--- config.mk ---
export PLATFORM = sky130hd
export DESIGN_NAME = xcv_dual_latch
export DESIGN_NICKNAME = d
export VERILOG_FILES = /design/src/rtl/xcv_pkg.sv /design/src/rtl/xcv_lat_path.sv /design/src/rtl/xcv_section.sv /design/src/rtl/xcv_dual_latch.sv
export SDC_FILE = /design/constraint.sdc
export NUM_CORES = 1
export LEC_CHECK = 0
export BUFFER_PORTS_ARGS = -buffer_cell sky130_fd_sc_hd__buf_2
export CAP_MARGIN = 20
export CORE_ASPECT_RATIO = 0.9
export CORE_MARGIN = 2
export CORE_UTILIZATION = 35
export CTS_CLUSTER_SIZE = 12
export DETAILED_ROUTE_END_ITERATION = 7
export PLACE_DENSITY = 0.72
export SLEW_MARGIN = 5
export SYNTH_ARGS = -nofsm -noshare
export SYNTH_HDL_FRONTEND = slang
export SYNTH_SLANG_ARGS = --single-unit
--- constraint.sdc ---
create_clock -name clk -period 1.2 [get_ports clk]
set_clock_uncertainty 0.2 [all_clocks]
set_input_delay 0.06 -clock clk [delete_from_list [all_inputs] [get_ports clk]]
set_output_delay 0.06 -clock clk [all_outputs]
set_load 0.02 [all_outputs]
--- src/rtl/xcv_pkg.sv ---
package xcv_pkg;

    // Active-low control triple of one direction in one section
    typedef struct packed {
        logic ce_n;
        logic le_n;
        logic oe_n;
    } xcv_ctl_t;

    function automatic logic xcv_is_open(input xcv_ctl_t c);
        return !c.ce_n && !c.le_n;
    endfunction

    function automatic logic xcv_is_drive(input xcv_ctl_t c);
        return !c.ce_n && !c.oe_n;
    endfunction

endpackage

--- src/rtl/xcv_lat_path.sv ---
module xcv_lat_path
    import xcv_pkg::*;
#(
    parameter int unsigned W = 8
) (
    input  logic         clk,
    input  logic         rst,
    input  xcv_ctl_t     ctl,
    input  logic [W-1:0] in_i,
    output logic [W-1:0] out_o,
    output logic         drv_o
);

    typedef struct packed {
        logic [W-1:0] lat;
    } st_t;

    st_t  st_d, st_q;
    logic open_w;

    assign open_w = !rst && xcv_is_open(ctl);

    always_comb begin
        st_d = st_q;
        if (rst) begin
            st_d.lat = '0;
        end else if (open_w) begin
            st_d.lat = in_i;
        end
    end

    always_ff @(posedge clk) begin
        st_q <= st_d;
    end

    assign out_o = open_w ? in_i : st_q.lat;
    assign drv_o = !rst && xcv_is_drive(ctl);

    AST_RST_CLEAR: assert property (@(posedge clk) disable iff (rst)
        $past(rst) |-> (st_q.lat == '0)) else $error("reset clear");
    AST_OPEN_LOAD: assert property (@(posedge clk) disable iff (rst)
        (!ctl.ce_n && !ctl.le_n) |=> (st_q.lat == $past(in_i))) else $error("open load");
    AST_LE_HOLD: assert property (@(posedge clk) disable iff (rst)
        ctl.le_n |=> $stable(st_q.lat)) else $error("le hold");
    AST_CE_HOLD: assert property (@(posedge clk) disable iff (rst)
        ctl.ce_n |=> $stable(st_q.lat)) else $error("ce hold");
    AST_CE_NO_DRIVE: assert property (@(posedge clk) disable iff (rst)
        ctl.ce_n |-> !drv_o) else $error("ce drive");
    AST_ZERO_LAT: assert property (@(posedge clk) disable iff (rst)
        (!ctl.ce_n && !ctl.le_n) |-> (out_o == in_i)) else $error("zero latency");

endmodule

--- src/rtl/xcv_section.sv ---
module xcv_section
    import xcv_pkg::*;
#(
    parameter int unsigned W = 8
) (
    input  logic         clk,
    input  logic         rst,
    input  xcv_ctl_t     ab_ctl,
    input  xcv_ctl_t     ba_ctl,
    input  logic [W-1:0] a_in,
    input  logic [W-1:0] b_in,
    output logic [W-1:0] a_out,
    output logic         a_drv,
    output logic [W-1:0] b_out,
    output logic         b_drv
);

    // A-to-B: loads from port A, drives port B
    xcv_lat_path #(.W(W)) u_ab (
        .clk(clk), .rst(rst), .ctl(ab_ctl),
        .in_i(a_in), .out_o(b_out), .drv_o(b_drv)
    );

    // B-to-A: loads from port B, drives port A
    xcv_lat_path #(.W(W)) u_ba (
        .clk(clk), .rst(rst), .ctl(ba_ctl),
        .in_i(b_in), .out_o(a_out), .drv_o(a_drv)
    );

    AST_B_ONLY_AB: assert property (@(posedge clk) disable iff (rst)
        b_drv |-> (!ab_ctl.ce_n && !ab_ctl.oe_n)) else $error("b drive source");
    AST_A_ONLY_BA: assert property (@(posedge clk) disable iff (rst)
        a_drv |-> (!ba_ctl.ce_n && !ba_ctl.oe_n)) else $error("a drive source");

endmodule

--- src/rtl/xcv_dual_latch.sv ---
module xcv_dual_latch
    import xcv_pkg::*;
#(
    parameter int unsigned SECT_W = 8,
    parameter int unsigned N_SECT = 2,
    localparam int unsigned BUS_W = SECT_W * N_SECT
) (
    input  logic              clk,
    input  logic              rst,
    input  logic [BUS_W-1:0]  a_in,
    input  logic [BUS_W-1:0]  b_in,
    input  logic [N_SECT-1:0] ab_ce_n,
    input  logic [N_SECT-1:0] ab_le_n,
    input  logic [N_SECT-1:0] ab_oe_n,
    input  logic [N_SECT-1:0] ba_ce_n,
    input  logic [N_SECT-1:0] ba_le_n,
    input  logic [N_SECT-1:0] ba_oe_n,
    output logic [BUS_W-1:0]  a_out,
    output logic [N_SECT-1:0] a_drv,
    output logic [BUS_W-1:0]  b_out,
    output logic [N_SECT-1:0] b_drv
);

    for (genvar k = 0; k < N_SECT; k++) begin : g_sect
        xcv_ctl_t ab_c, ba_c;
        assign ab_c = '{ce_n: ab_ce_n[k], le_n: ab_le_n[k], oe_n: ab_oe_n[k]};
        assign ba_c = '{ce_n: ba_ce_n[k], le_n: ba_le_n[k], oe_n: ba_oe_n[k]};

        xcv_section #(.W(SECT_W)) u_sect (
            .clk   (clk),
            .rst   (rst),
            .ab_ctl(ab_c),
            .ba_ctl(ba_c),
            .a_in  (a_in[k*SECT_W +: SECT_W]),
            .b_in  (b_in[k*SECT_W +: SECT_W]),
            .a_out (a_out[k*SECT_W +: SECT_W]),
            .a_drv (a_drv[k]),
            .b_out (b_out[k*SECT_W +: SECT_W]),
            .b_drv (b_drv[k])
        );
    end

    AST_RST_NO_DRIVE: assert property (@(posedge clk)
        rst |-> (a_drv == '0 && b_drv == '0)) else $error("reset drive");

endmodule

==> results.yml <==
timing:
  hold_viol: 32
  worst_pin_slew_ns: 0.206
  setup_ws_ns: -0.0769
  slew_violations: 0
  fmax_mhz: 783
  setup_viol_count_final: 32
  rsz0062_at_grt: "true"
  whs_ns: -0.0531
  fin_crit_sh: 1.06
  relSlewSlack: 0.861
  period_minus_slack_ns: 1.28
global_routing:
  grt.overflow.total: 0
  grt_pass1_wl_um: 7470
  grt_max_degree: 18
  antenna_found_initial: 0
  grt_pass1_vias: 1659
  track_usage: 0.167
min_path:
  hp-class: "in -> reg"
  min_from: "a_in[12]"
clocking:
  insertion_delay_ns: 0.27
  cts_root_buf: "clkbuf_8"
  numCtsBuffers: 5
  clk_pin_slew_ns: 0.07
  cts_tree: "yes"
  htreeDepth: 2
  cts.sinks: 32
  clockBufferDepth: 2
routing:
  drc_errors: 0
  num_vias: 1737
  routedWlPerCell_um: 13.3
  firstDrtPassIters: 4
  wirelength_um: 4660
  via_per_inst: 4.98
  ant_nets: 0
  drtIter0Drc: 69
synthesis:
  synth_area_per_cell_um2: 9.49
  synth_area_um2: 1750
  synth_seq_cells: 32
  syn_nets: 230
  yosysUniqueCellTypes: 13
  yosysTopAreaCell: "dfxtp_1"
  yosysTopAreaCellShare: 0.367
  synth.area.top_cells: "dfxtp_1 (37%), mux2_2 (21%), or3b_2 (16%), a21oi_1 (9.2%), o21ai_0 (9.2%)"
  yosys_warnings: 0
  ys_seq_area_frac: 0.367
  syn_inst: 184
setup_path:
  crit_arrival_ns: 1.02
  r2r-start: "g_sect[1].u_sect.u_ab.st_q[3]$_SDFF_PP0_"
  worstSetupEndpointType: "primary output"
  crit_family: "buffers and inverters"
  required_ns: 0.94
  critical_path.max_stage_delay_ns: 0.31
  critPathLaunchType: "input port"
  crit_path_frequent_cell: "buf_6"
  worst-path-buf-inv: 3
  critical_path.max_fanout: 7
  path_cells: "buf_12 -> nor3_4 -> buf_6 -> mux2_4 -> buf_6"
  cp_slowest_cell: "mux2_4"
  crit_type: "in -> out"
  cp-startpoint: "rst"
flow_run:
  drv_cap: 0
placed_design:
  dp_hpwl_um: 3100
  gp_congestion: 0.702
  post-place-cells: 338
  placedInstanceArea_um2: 2330
  port_buffers: 81
  pre_cts_slack_ns: -0.198
layout:
  fin_cells: 349
  fillerInstances: 436
  final_cell_area_um2: 2870
  antenna_cells: 0
  final_util: 0.594
  fin_nets: 329
  drive_gt1_frac: 0.701
  syn2layout_area_growth_pct: 64.4
die:
  dieHeight_um: 71.0
  die_x_um: 78.4
  row_count: 24
  io_pins: 82
  coreArea_um2: 4830
  floorplan.die_area_um2: 5570
  start_util: 0.361
status:
  violations: "negative hold slack, negative setup slack"
  status: "finished, violations left"
pwr:
  power-per-cell-area_nw_per_um2: 1010
  p_leak_nw: 1.23
  max-vdd-ir-drop_v: 0.000674
-- registers in the layout (all words and copies together) (netlist names) --
signal                   flops
g_sect.u_sect.u_ab.st_q     16
g_sect.u_sect.u_ba.st_q     16
-- repair_timing --
action	CTS	global route
resized for setup	68	58
hold buffers	1	1
pin swaps	4	4
setup endpoints to repair	32	32
hold endpoints to repair	32	32
setup buffers	0	1
-- final timing paths --
path,to,slack (ns),cells past startpoint
setup / recovery,b_out[13],-0.08,5
hold / removal,g_sect[1].u_sect.u_ab.st_q[4]$_SDFF_PP0_,-0.05,3
setup reg to reg,g_sect[1].u_sect.u_ab.st_q[3]$_SDFF_PP0_,0.35,2
hold reg to reg,g_sect[1].u_sect.u_ab.st_q[0]$_SDFF_PP0_,0.27,2
-- metrics by stage --
| stage | total power [W] | setup TNS [ns] |
|---|---|---|
| floorplan | 0.00148 | 0 |
| global placement | 0.00172 | -5.14 |
| detailed placement | 0.00173 | -5.53 |
| CTS | 0.00286 | -2.25 |
| global route | 0.00303 | -3.07 |
| finish | 0.00289 | -1.87 |
-- tightest hold or removal path: cells and delay by family --
kind | cells | cell delay [ns]
AND/OR/NAND/NOR | 1 | 0.18
buffers and inverters | 1 | 0.10
AO/OA/AOI/OAI | 1 | 0.05
-- final cells by class --
class	count	area (um^2)	share of cell area
flip-flops and latches	32	661	0.230
well taps	65	81.3	0.0283
clock inverters	2	35.0	0.0122
repair buffers	108	867	0.302
clock buffers	6	72.6	0.0253
multi-input cells	136	1150	0.402
-- routing by layer --
metal | vias to the layer above | wire (um) | global-route usage
met3 | 7 | 247 | 0.0421
met5 | - | 0 | 0
met4 | 0 | 60 | 0.0604
li1 | 879 | - | -
met1 | 800 | 1990 | 0.202
met2 | 51 | 2360 | 0.289
-- Yosys cell counts --
master and number:
dfxtp_1 32, o21ai_0 32, clkbuf_1 7, mux2_2 32, nor3_4 1, nor3_2 3
buf_2 1, buf_1 3, nor3_1 4, or3b_2 32, buf_4 4, a21oi_1 32
clkbuf_2 1
-- report_power, final --
group	switching (W)	internal, W	total [W]
clock	0.000391	0.000616	0.00101
combinational	0.000333	0.000415	0.000748
sequential	0.0000241	0.00112	0.00114
total	0.000748	0.00215	0.00289
-- layout by cell type, fill, tap and decap left out, types with 2 or more instances in the layout --
master | netlist | routed
buf_2 | 1 | 46
or3b_2 | 32 | 32
buf_6 | 0 | 41
dlygate4sd3_1 | 0 | 2
nor3_1 | 4 | 2
o21ai_0 | 32 | 32
mux2_4 | 0 | 26
mux2_2 | 32 | 6
buf_4 | 4 | 18
clkbuf_8 | 0 | 5
dfxtp_1 | 32 | 16
nor3_2 | 3 | 2
dfxtp_2 | 0 | 16
a21oi_1 | 32 | 32
nor3_4 | 1 | 4
-- kinds of logic after synthesis --
group | synth area share
and+or+nand+nor | 0.199
AOI/OAI and AO/OA | 0.184
buffers and inverters | 0.0444
muxes | 0.206
DFF | 0.367
Note: power is estimated with default switching activity, not from simulation.
